`config.mk`:
```
export PLATFORM = sky130hd
export DESIGN_NAME = ipp_presenter
export DESIGN_NICKNAME = d
export VERILOG_FILES = /design/src/rtl/ipp_pkg.sv /design/src/rtl/ipp_rst_sync.sv /design/src/rtl/ipp_lzc.sv /design/src/rtl/ipp_pend_buf.sv /design/src/rtl/ipp_prio_ctl.sv /design/src/rtl/ipp_presenter.sv
export SDC_FILE = /design/constraint.sdc
export NUM_CORES = 1
export LEC_CHECK = 0
export BUFFER_PORTS_ARGS = -buffer_cell sky130_fd_sc_hd__buf_2
export CAP_MARGIN = 5
export CORE_MARGIN = 2
export CORE_UTILIZATION = 50
export CTS_CLUSTER_DIAMETER = 40
export DETAILED_ROUTE_END_ITERATION = 10
export GPL_ROUTABILITY_DRIVEN = 0
export GPL_TIMING_DRIVEN = 0
export PLACE_DENSITY = 0.83
export SETUP_SLACK_MARGIN = 0.05
export SLEW_MARGIN = 20
export SYNTH_ARGS = -nofsm -noshare
export SYNTH_HDL_FRONTEND = slang
export SYNTH_SLANG_ARGS = --single-unit
```
`constraint.sdc`:
```
create_clock -name clk_i -period 1.3 [get_ports clk_i]
set_clock_uncertainty 0.05 [all_clocks]
set_input_delay 0.13 -clock clk_i [delete_from_list [all_inputs] [get_ports clk_i]]
set_output_delay 0.13 -clock clk_i [all_outputs]
set_load 0.005 [all_outputs]
```
`src/rtl/ipp_pkg.sv`:
```
package ipp_pkg;
  localparam int unsigned LEVELS  = 8;
  localparam int unsigned PRIO_W  = 8;
  localparam int unsigned STAT_W  = 8;
  localparam int unsigned FLAG_POS = STAT_W - 1;
  typedef logic [PRIO_W-1:0] prio_t;
  localparam prio_t PRIO_NONE = '1;
endpackage

```
`src/rtl/ipp_rst_sync.sv`:
```
module ipp_rst_sync #(
  parameter int unsigned STAGES = 2
) (
  input  logic clk_i,
  input  logic rst_ni,
  output logic rst_sync_no
);
  logic [STAGES-1:0] sync_q;
  logic [STAGES-1:0] sync_d;

  always_comb begin
    sync_d = {sync_q[STAGES-2:0], 1'b1};
  end

  always_ff @(posedge clk_i or negedge rst_ni) begin
    if (!rst_ni) sync_q <= '0;
    else         sync_q <= sync_d;
  end

  assign rst_sync_no = sync_q[STAGES-1];
endmodule

```
`src/rtl/ipp_lzc.sv`:
```
module ipp_lzc #(
  parameter int unsigned N      = 8,
  parameter int unsigned PRIO_W = 8
) (
  input  logic [N-1:0]      vec_i,
  output logic [PRIO_W-1:0] lvl_o
);
  // Later (higher) indices overwrite earlier ones, so the MSB wins.
  always_comb begin
    lvl_o = '1;
    for (int i = 0; i < N; i++) begin
      if (vec_i[i]) lvl_o = PRIO_W'(N - 1 - i);
    end
  end
endmodule

```
`src/rtl/ipp_pend_buf.sv`:
```
module ipp_pend_buf #(
  parameter int unsigned N      = 8,
  parameter int unsigned PRIO_W = 8
) (
  input  logic              clk_i,
  input  logic              rst_ni,
  input  logic              set_en_i,
  input  logic [PRIO_W-1:0] set_prio_i,
  input  logic              clr_en_i,
  input  logic [PRIO_W-1:0] clr_prio_i,
  output logic [N-1:0]      pend_q_o,
  output logic [N-1:0]      pend_d_o
);
  logic [N-1:0] set_mask;
  logic [N-1:0] clr_mask;
  logic [N-1:0] pend_q;
  logic [N-1:0] pend_d;
  logic         pend_en;

  for (genvar g = 0; g < N; g++) begin : g_dec
    assign set_mask[g] = set_en_i && (set_prio_i == PRIO_W'(N - 1 - g));
    assign clr_mask[g] = clr_en_i && (clr_prio_i == PRIO_W'(N - 1 - g));
  end

  // Clear first, then merge the new notification.
  always_comb begin
    pend_en = set_en_i | clr_en_i;
    pend_d  = (pend_q & ~clr_mask) | set_mask;
  end

  always_ff @(posedge clk_i or negedge rst_ni) begin
    if (!rst_ni)      pend_q <= '0;
    else if (pend_en) pend_q <= pend_d;
  end

  assign pend_q_o = pend_q;
  assign pend_d_o = pend_en ? pend_d : pend_q;

  p_set_lands_r2: assert property (@(posedge clk_i) disable iff (!rst_ni)
    (set_mask != '0) |=> ((pend_q & $past(set_mask)) == $past(set_mask)));

  p_clear_consumes_r6: assert property (@(posedge clk_i) disable iff (!rst_ni)
    (clr_mask != '0 && (clr_mask & set_mask) == '0) |=> ((pend_q & $past(clr_mask)) == '0));
endmodule

```
`src/rtl/ipp_prio_ctl.sv`:
```
module ipp_prio_ctl #(
  parameter int unsigned PRIO_W = 8
) (
  input  logic              clk_i,
  input  logic              rst_ni,
  input  logic              accept_i,
  input  logic              thr_wr_i,
  input  logic [PRIO_W-1:0] thr_wdata_i,
  input  logic [PRIO_W-1:0] lvl_d_i,
  output logic [PRIO_W-1:0] lvl_q_o,
  output logic [PRIO_W-1:0] thr_q_o,
  output logic [PRIO_W-1:0] thr_d_o,
  output logic              flag_q_o,
  output logic              take_o
);
  logic [PRIO_W-1:0] lvl_q, thr_q, thr_d;
  logic              flag_q, flag_d, take, thr_en;

  always_comb begin
    take   = accept_i & flag_q;
    thr_en = take | thr_wr_i;
    thr_d  = take ? lvl_q : (thr_wr_i ? thr_wdata_i : thr_q);
    flag_d = (flag_q & ~take) | (lvl_d_i < thr_d);
  end

  always_ff @(posedge clk_i or negedge rst_ni) begin
    if (!rst_ni) begin
      lvl_q  <= '1;
      thr_q  <= '1;
      flag_q <= 1'b0;
    end else begin
      lvl_q  <= lvl_d_i;
      flag_q <= flag_d;
      if (thr_en) thr_q <= thr_d;
    end
  end

  assign lvl_q_o  = lvl_q;
  assign thr_q_o  = thr_q;
  assign thr_d_o  = thr_d;
  assign flag_q_o = flag_q;
  assign take_o   = take;

  p_fav_raises_r4: assert property (@(posedge clk_i) disable iff (!rst_ni)
    (lvl_q < thr_q) |-> flag_q);

  p_take_copies_r6: assert property (@(posedge clk_i) disable iff (!rst_ni)
    take |=> (thr_q == $past(lvl_q)));

  p_idle_accept_keeps_r8: assert property (@(posedge clk_i) disable iff (!rst_ni)
    (accept_i && !flag_q && !thr_wr_i) |=> (thr_q == $past(thr_q)));

  p_flag_sticky_r12: assert property (@(posedge clk_i) disable iff (!rst_ni)
    (flag_q && !accept_i) |=> flag_q);
endmodule

```
`src/rtl/ipp_presenter.sv`:
```
module ipp_presenter
  import ipp_pkg::*;
(
  input  logic              clk_i,
  input  logic              rst_ni,
  input  logic              note_valid_i,
  input  logic [PRIO_W-1:0] note_prio_i,
  input  logic              thr_wr_i,
  input  logic [PRIO_W-1:0] thr_wdata_i,
  input  logic              accept_i,
  output logic [STAT_W+PRIO_W-1:0] accept_data_o,
  output logic              irq_o
);
  logic              rst_n;
  logic [LEVELS-1:0] pend_q, pend_d;
  logic [PRIO_W-1:0] lvl_d, lvl_q, thr_q, thr_d;
  logic              flag_q, take;
  logic [STAT_W-1:0] status;

  ipp_rst_sync #(.STAGES(2)) u_rst (
    .clk_i(clk_i), .rst_ni(rst_ni), .rst_sync_no(rst_n)
  );

  ipp_pend_buf #(.N(LEVELS), .PRIO_W(PRIO_W)) u_pend (
    .clk_i(clk_i), .rst_ni(rst_n),
    .set_en_i(note_valid_i), .set_prio_i(note_prio_i),
    .clr_en_i(take), .clr_prio_i(lvl_q),
    .pend_q_o(pend_q), .pend_d_o(pend_d)
  );

  ipp_lzc #(.N(LEVELS), .PRIO_W(PRIO_W)) u_lzc (
    .vec_i(pend_d), .lvl_o(lvl_d)
  );

  ipp_prio_ctl #(.PRIO_W(PRIO_W)) u_ctl (
    .clk_i(clk_i), .rst_ni(rst_n),
    .accept_i(accept_i), .thr_wr_i(thr_wr_i), .thr_wdata_i(thr_wdata_i),
    .lvl_d_i(lvl_d), .lvl_q_o(lvl_q), .thr_q_o(thr_q), .thr_d_o(thr_d),
    .flag_q_o(flag_q), .take_o(take)
  );

  always_comb begin
    status           = '0;
    status[FLAG_POS] = flag_q;
    accept_data_o    = {status, take ? lvl_q : thr_q};
  end

  assign irq_o = flag_q;

  p_empty_none_r3: assert property (@(posedge clk_i) disable iff (!rst_n)
    (pend_q == '0) |-> (lvl_q == PRIO_NONE));

  p_accept_drops_irq_r6: assert property (@(posedge clk_i) disable iff (!rst_n)
    (take && !note_valid_i) |=> !irq_o);
endmodule

```
==> After elaboration in Yosys (flattened, before gate mapping) <==
Cells that the tools add are included.
{ "word_totals": {"regBits": 27, "wordCells": 59, "out_inout_bits": 17, "in_bits": 21} }
{ "classes": {"muxes": 12, "n_reduce_logical": 18, "bitwise": 9, "n_eq_ne": 14, "order_cmp": 1} }
{ "op_table": {"columns": ["operator", "n"], "rows": [
  ["8-bit two-way mux", 12],
  ["8-bit by 3-bit == test with 1-bit output, second input constant", 8],
  ["8-bit by 2-bit == test with 1-bit output, second input constant", 4],
  ["8-bit by 1-bit == test with 1-bit output, second input constant", 2],
  ["1-bit logical AND", 16],
  ["8-bit logical NOT", 2],
  ["8-bit bitwise AND", 1],
  ["8-bit < comparator", 1],
  ["8-bit NOT", 1],
  ["8-bit OR", 1],
  ["1-bit OR", 3],
  ["1-bit bitwise AND", 2],
  ["1-bit NOT", 1]
]} }

==> Depth between registers and ports, before layout <==
{ "depth": {"depth_word": 16, "ltp_mapped": 11, "depth_no_buf": 11} }

==> Cells and area by module <==
A second synthesis with hierarchy kept.
{ "hier_totals": {"hier_cells": 156, "area_unflattened_um2": 1650.3} }
{ "by_module_without_submodules": {"columns": ["module", "cells_per_inst", "area_per_inst_um2", "seq_area_each_um2", "instances"], "rows": [
  ["ipp_prio_ctl", 82, 903.4, 445.4, 1],
  ["ipp_pend_buf", 38, 405.4, 200.2, 1],
  ["ipp_presenter", 18, 195.2, 0.0, 1],
  ["ipp_lzc", 15, 92.6, 0.0, 1],
  ["ipp_rst_sync", 3, 53.8, 50.0, 1]
]} }

==> Worst setup path before layout <==
No wires, ideal clock.
{ "synth_path": {"path_type": "flip-flop to flip-flop", "from": "register u_ctl.lvl_q[1] (netlist: u_ctl.lvl_q_o[1])", "to": "register u_ctl.flag_q (netlist: u_ctl.flag_q_o)", "setup_slack_ns": -1.496, "path_buffers": 0, "t_arrival_ns": 2.669, "required_time_ns": 1.173, "period_less_slack_ns": 2.796, "setup_time_ns": 0.077, "stages_incl_launch_ff": 12, "cell_sequence": "dfstp_2 -> nand3_2 -> o31a_1 -> or2_1 -> nor3_2 -> and2_1 -> ha_1 -> a21oi_1 -> o21bai_1 -> a2111oi_0 -> a21oi_1 -> a21oi_1"} }
{ "synth_between": {"elab_cells_between_ends": 31, "classes_between": "1 x order compare; 7 x eq/ne; 10 x mux; 4 x bitwise; 9 x reduce/logical"} }
{ "synth_rtl": {"columns": ["item", "line_no", "rtl"], "rows": [
  ["from (decl)", "ipp_prio_ctl.sv:16", "logic [PRIO_W-1:0] lvl_q, thr_q, thr_d;"],
  ["from (signal assigned)", "ipp_prio_ctl.sv:32", "lvl_q <= lvl_d_i;"],
  ["8-bit by 2-bit == test with 1-bit output", "ipp_pend_buf.sv:22", "assign clr_mask[g] = clr_en_i && (clr_prio_i == PRIO_W'(N - 1 - g));"],
  ["1-bit logical AND", "ipp_pend_buf.sv:22", null],
  ["8-bit NOT", "ipp_pend_buf.sv:28", "pend_d = (pend_q & ~clr_mask) | set_mask;"],
  ["8-bit bitwise AND", "ipp_pend_buf.sv:28", null],
  ["8-bit OR", "ipp_pend_buf.sv:28", null],
  ["8-bit two-way mux", null, null],
  ["net pend_d[4]", "ipp_presenter.sv:15", "logic [LEVELS-1:0] pend_q, pend_d;"],
  ["8-bit two-way mux (4 in series)", "ipp_lzc.sv:12", "if (vec_i[i]) lvl_o = PRIO_W'(N - 1 - i);"],
  ["net lvl_d[2]", "ipp_presenter.sv:16", "logic [PRIO_W-1:0] lvl_d, lvl_q, thr_q, thr_d;"],
  ["8-bit < comparator", "ipp_prio_ctl.sv:23", "flag_d = (flag_q & ~take) | (lvl_d_i < thr_d);"],
  ["1-bit OR", "ipp_prio_ctl.sv:23", null],
  ["net u_ctl.flag_d", "ipp_prio_ctl.sv:17", "logic flag_q, flag_d, take, thr_en;"],
  ["to (signal assigned)", "ipp_prio_ctl.sv:33", "flag_q <= flag_d;"],
  ["to (decl)", "ipp_prio_ctl.sv:17", null]
]} }
The timed path passes the listed nets, and every way through them passes these cells.
A chain may end at the register's enable or synchronous reset.

==> Worst setup path after layout <==
{ "layout_path": {"from": "register u_ctl.lvl_q[1] (netlist: u_ctl.lvl_q_o[1])", "to": "register u_ctl.flag_q (netlist: u_ctl.flag_q_o)"} }
{ "layout_between": {"elab_cells_between_ends": 31, "classes_between": "1 x order compare; 7 x eq/ne; 10 x mux; 4 x bitwise; 9 x reduce/logical"} }
{ "layout_rtl": {"columns": ["item", "line_no"], "rows": [
  ["8-bit by 3-bit == test with 1-bit output", "ipp_pend_buf.sv:22"],
  ["1-bit logical AND", "ipp_pend_buf.sv:22"],
  ["8-bit NOT *", "ipp_pend_buf.sv:28"],
  ["8-bit bitwise AND *", "ipp_pend_buf.sv:28"],
  ["8-bit OR *", "ipp_pend_buf.sv:28"],
  ["8-bit two-way mux *", null],
  ["8-bit two-way mux (6 in series)", "ipp_lzc.sv:12"],
  ["8-bit two-way mux *", "ipp_lzc.sv:12"],
  ["net lvl_d[2]", "ipp_presenter.sv:16"],
  ["8-bit < comparator *", "ipp_prio_ctl.sv:23"],
  ["1-bit OR *", "ipp_prio_ctl.sv:23"],
  ["net u_ctl.flag_d", "ipp_prio_ctl.sv:17"]
]} }
The timed path passes the listed nets; every way through them passes the cells marked *.

==> run metrics <==
Rel. slew slack=0.430; initial antenna violation count=0; Async SR Flop Fraction=1.00; Fmax=between 0.3 and 0.4 GHz; fin cells=240; Min Clock Period, post-route=approximately 2.8 ns; vias=1363; Synth Area in XOR/XNOR=0; PortBufs=28; row count=19; Placed Area=1710 um2; Fillers=roughly 170; worst min path class=input pin to flip-flop; WL per Instance=between 15 and 20 um; CTS Buf Count=3; Area Growth Syn to Fin=42.0%; CP Class=flip-flop to flip-flop; largest family of logic cells by synthesized area=simple AND/OR/NAND/NOR gates; fraction of layout cells with a size suffix above 1=0.545; Post-Synthesis Cells=150; Worst path max stage delay=between 0.4 and 0.5 ns; power per cell area=around 1800 nW/um2; die footprint=about 3400 um2; worst-path fanout max=5; setup violators final=25; setup_tns=-6.90 ns; CTS Sinks=23; Worst-path clk slew=around 0.13 ns; final hold viol count=0; hold slack final=just under 0.04 ns; Worst VDD drop=0.00145 V; CTS tree=yes; delay-heaviest family, CP=compound AO/OA/AOI/OAI gates; status=finished, violations left; RSZ-0062 raised after global routing=true; Slowest-stage cell, CP=dfstp_2; total gr overflow=0; DRT Wirelength=between 3000 and 4000 um; max_cap viols=0; post-route cell area=approximately 2100 um2; #FFs+latches synth=23; placed cell count=215; largest net degree at the start of global routing=22; CTS Root Cell=clkbuf_4; DRT iter0 DRCs=43; required time of the critical path=1.51 ns; Setup WS post-layout=-1.49 ns; Core Area=~2800 um2; Worst Setup End Kind=flip-flop; antenna viol nets, final=0; failing checks=negative setup slack; Chip Width=a little under 60 um; startpoint types=flip-flop; CP cell instances=buf_4 -> o41ai_4 -> o211ai_1 -> nor3_4 -> and2_4 -> buf_4 -> ha_1 -> a211oi_2 -> a21oi_1 -> o21ai_1 -> nor3_1 -> a21oi_1; DR pass1 iterations=4; ys flop type=dfstp_2; Starting Density=0.529; I/O pin total=38; post-synthesis sequential area ratio=0.402; Avg Synthesized Cell Area=9.80 um2; layout net count=roughly 240; gr usage total=0.220; mux contribution to synthesized area=0.0587; number of global-route vias before repair=between 1000 and 1500; Post-Syn Area=~1500 um2; worst endpoint data arrival time=approximately 3.0 ns; post-synth cell types=between 40 and 50; post-synthesis compound-gate area fraction=0.196; Pleak=0.996 nW; worst-margin pin slew=approximately 0.86 ns; simple-gate share of the synthesized area=0.203; pre-CTS WS=-1.61 ns; yosys synthesis warning count=0; Diodes inserted=0; EDFF count, synth=0; # H-tree levels=1; Adder-Cell Fraction of Synth Area=0.0596; Die Height=roughly 58 um; Max clock buf depth=2; Clock Latency Late Sink=~0.33 ns; Overall Power=3.86 mW; Final period util=2.15; WP buf/inv=2; Layout Utilization=0.751; hpwl dp=2450 um; Max Slew Vio Count=0; vias per inst=5.68; first-pass GRT wire length=about 5600 um; DRC violation count after routing=0
==> worst paths after layout <==
check | startpoint | endpoint | slack (ns) | cells past startpoint
min in group asynchronous | rst_ni | u_rst.sync_q[1]$_DFF_PN0_ | 0.05 | 2
min reg2reg | u_rst.sync_q[1]$_DFF_PN0_ | u_pend.pend_q_o[5]$_DFF_PN0_ | 0.31 | 0
max in group asynchronous | u_rst.sync_q[1]$_DFF_PN0_ | u_ctl.flag_q_o$_DFF_PN0_ | 0.30 | 0
min | note_prio_i[0] | u_pend.pend_q_o[7]$_DFF_PN0_ | 0.04 | 2
max | u_ctl.lvl_q_o[1]$_DFF_PN1_ | u_ctl.flag_q_o$_DFF_PN0_ | -1.49 | 12
max reg2reg | u_ctl.lvl_q_o[1]$_DFF_PN1_ | u_ctl.flag_q_o$_DFF_PN0_ | -1.49 | 12
==> what timing repair did <==
item                                   4_1_cts  5_1_grt
buffers inserted                             9       13
pin swaps                                    5       14
gates resized for setup                     16       31
hold buffers                                 1        0
setup endpoints to repair                   23       25
endpoints found under the hold margin        2        0
==> flip-flops by register name (all words and copies together), names as in the netlist <==
name	flops
u_ctl.flag_q_o	1
u_ctl.lvl_q_o	4
u_ctl.thr_q_o	8
u_pend.pend_q_o	8
u_rst.sync_q	2
==> cells in the final DEF (no fill, tap or decap), types with 2 or more instances in the layout <==
| master | n |
|---|---|
| a21o_1 | 5 |
| a21oi_1 | 3 |
| a21oi_2 | 2 |
| and2_4 | 2 |
| buf_2 | 26 |
| buf_4 | 24 |
| buf_6 | 7 |
| clkbuf_1 | 3 |
| clkbuf_4 | 3 |
| conb_1 | 8 |
| dfrtp_1 | 10 |
| dfstp_2 | 12 |
| ha_1 | 5 |
| inv_1 | 9 |
| mux2_2 | 5 |
| mux2i_1 | 3 |
| nand2_1 | 8 |
| nand2_2 | 3 |
| nand2_4 | 2 |
| nand2b_1 | 2 |
| nor2_1 | 11 |
| nor2_4 | 2 |
| nor2b_1 | 2 |
| o211ai_1 | 2 |
| o21a_1 | 4 |
| o21ai_0 | 4 |
| o21ai_1 | 3 |
| o41ai_4 | 2 |
| or2_4 | 3 |
==> power by group <==
part | internal (mW) | total (mW) | switching (mW)
sequential | 1.00 | 1.18 | 0.173
clock | 0.121 | 0.345 | 0.224
combinational | 1.20 | 2.34 | 1.14
total | 2.32 | 3.86 | 1.54
==> cells by family (layout without fill, tap and decap cells) <==
group / Yosys count / in the layout
and+or+nand+nor: 51 / 51
muxes: 8 / 8
adders and majority gates: 7 / 7
other: 2 / 8
DFF: 23 / 23
AOI/OAI and AO/OA: 38 / 38
buffers and inverters: 21 / 74
==> synthesized netlist by cell type (all sizes together), types with 2 or more instances <==
master | n | area [um2]
nand2 | 13 | 53.8
dfstp | 12 | 315
mux2 | 5 | 56.3
o41ai | 2 | 25.0
a21oi | 6 | 30.0
nor2 | 13 | 48.8
nor3 | 3 | 20.0
o31ai | 3 | 32.5
nor2b | 2 | 12.5
a21o | 5 | 37.5
clkbuf | 3 | 11.3
or2 | 3 | 21.3
nand3 | 2 | 15.0
mux2i | 3 | 30.0
o21a | 4 | 30.0
ha | 7 | 87.6
dfrtp | 11 | 275
inv | 9 | 33.8
conb | 2 | 7.51
o21ai | 9 | 48.8
nand2b | 3 | 18.8
buf | 9 | 67.6
o211ai | 2 | 15.0
and2 | 2 | 12.5
==> metal layers <==
| layer | vias to the layer above | part of all wire | wire, um | global-route usage |
|---|---|---|---|---|
| li1 | 631 | - | - | - |
| met1 | 665 | 0.41 | 1600 | 0.267 |
| met2 | 52 | 0.51 | 2000 | 0.370 |
| met3 | 15 | 0.043 | 168 | 0.0290 |
| met4 | 0 | 0.037 | 146 | 0.136 |
| met5 | - | 0 | 0 | 0 |
==> final cells by class <==
class                   instances  area (um2)  area share
clock buffers                   4        26.3      0.0126
plain buffers                  11        86.3      0.0413
repair buffers                 50         335       0.161
inverters                       9        33.8      0.0162
flip-flops and latches         23         592       0.283
well taps                      31        38.8      0.0186
multi-input cells             112         976       0.467
No activity file was read; power rests on OpenSTA's default activity.
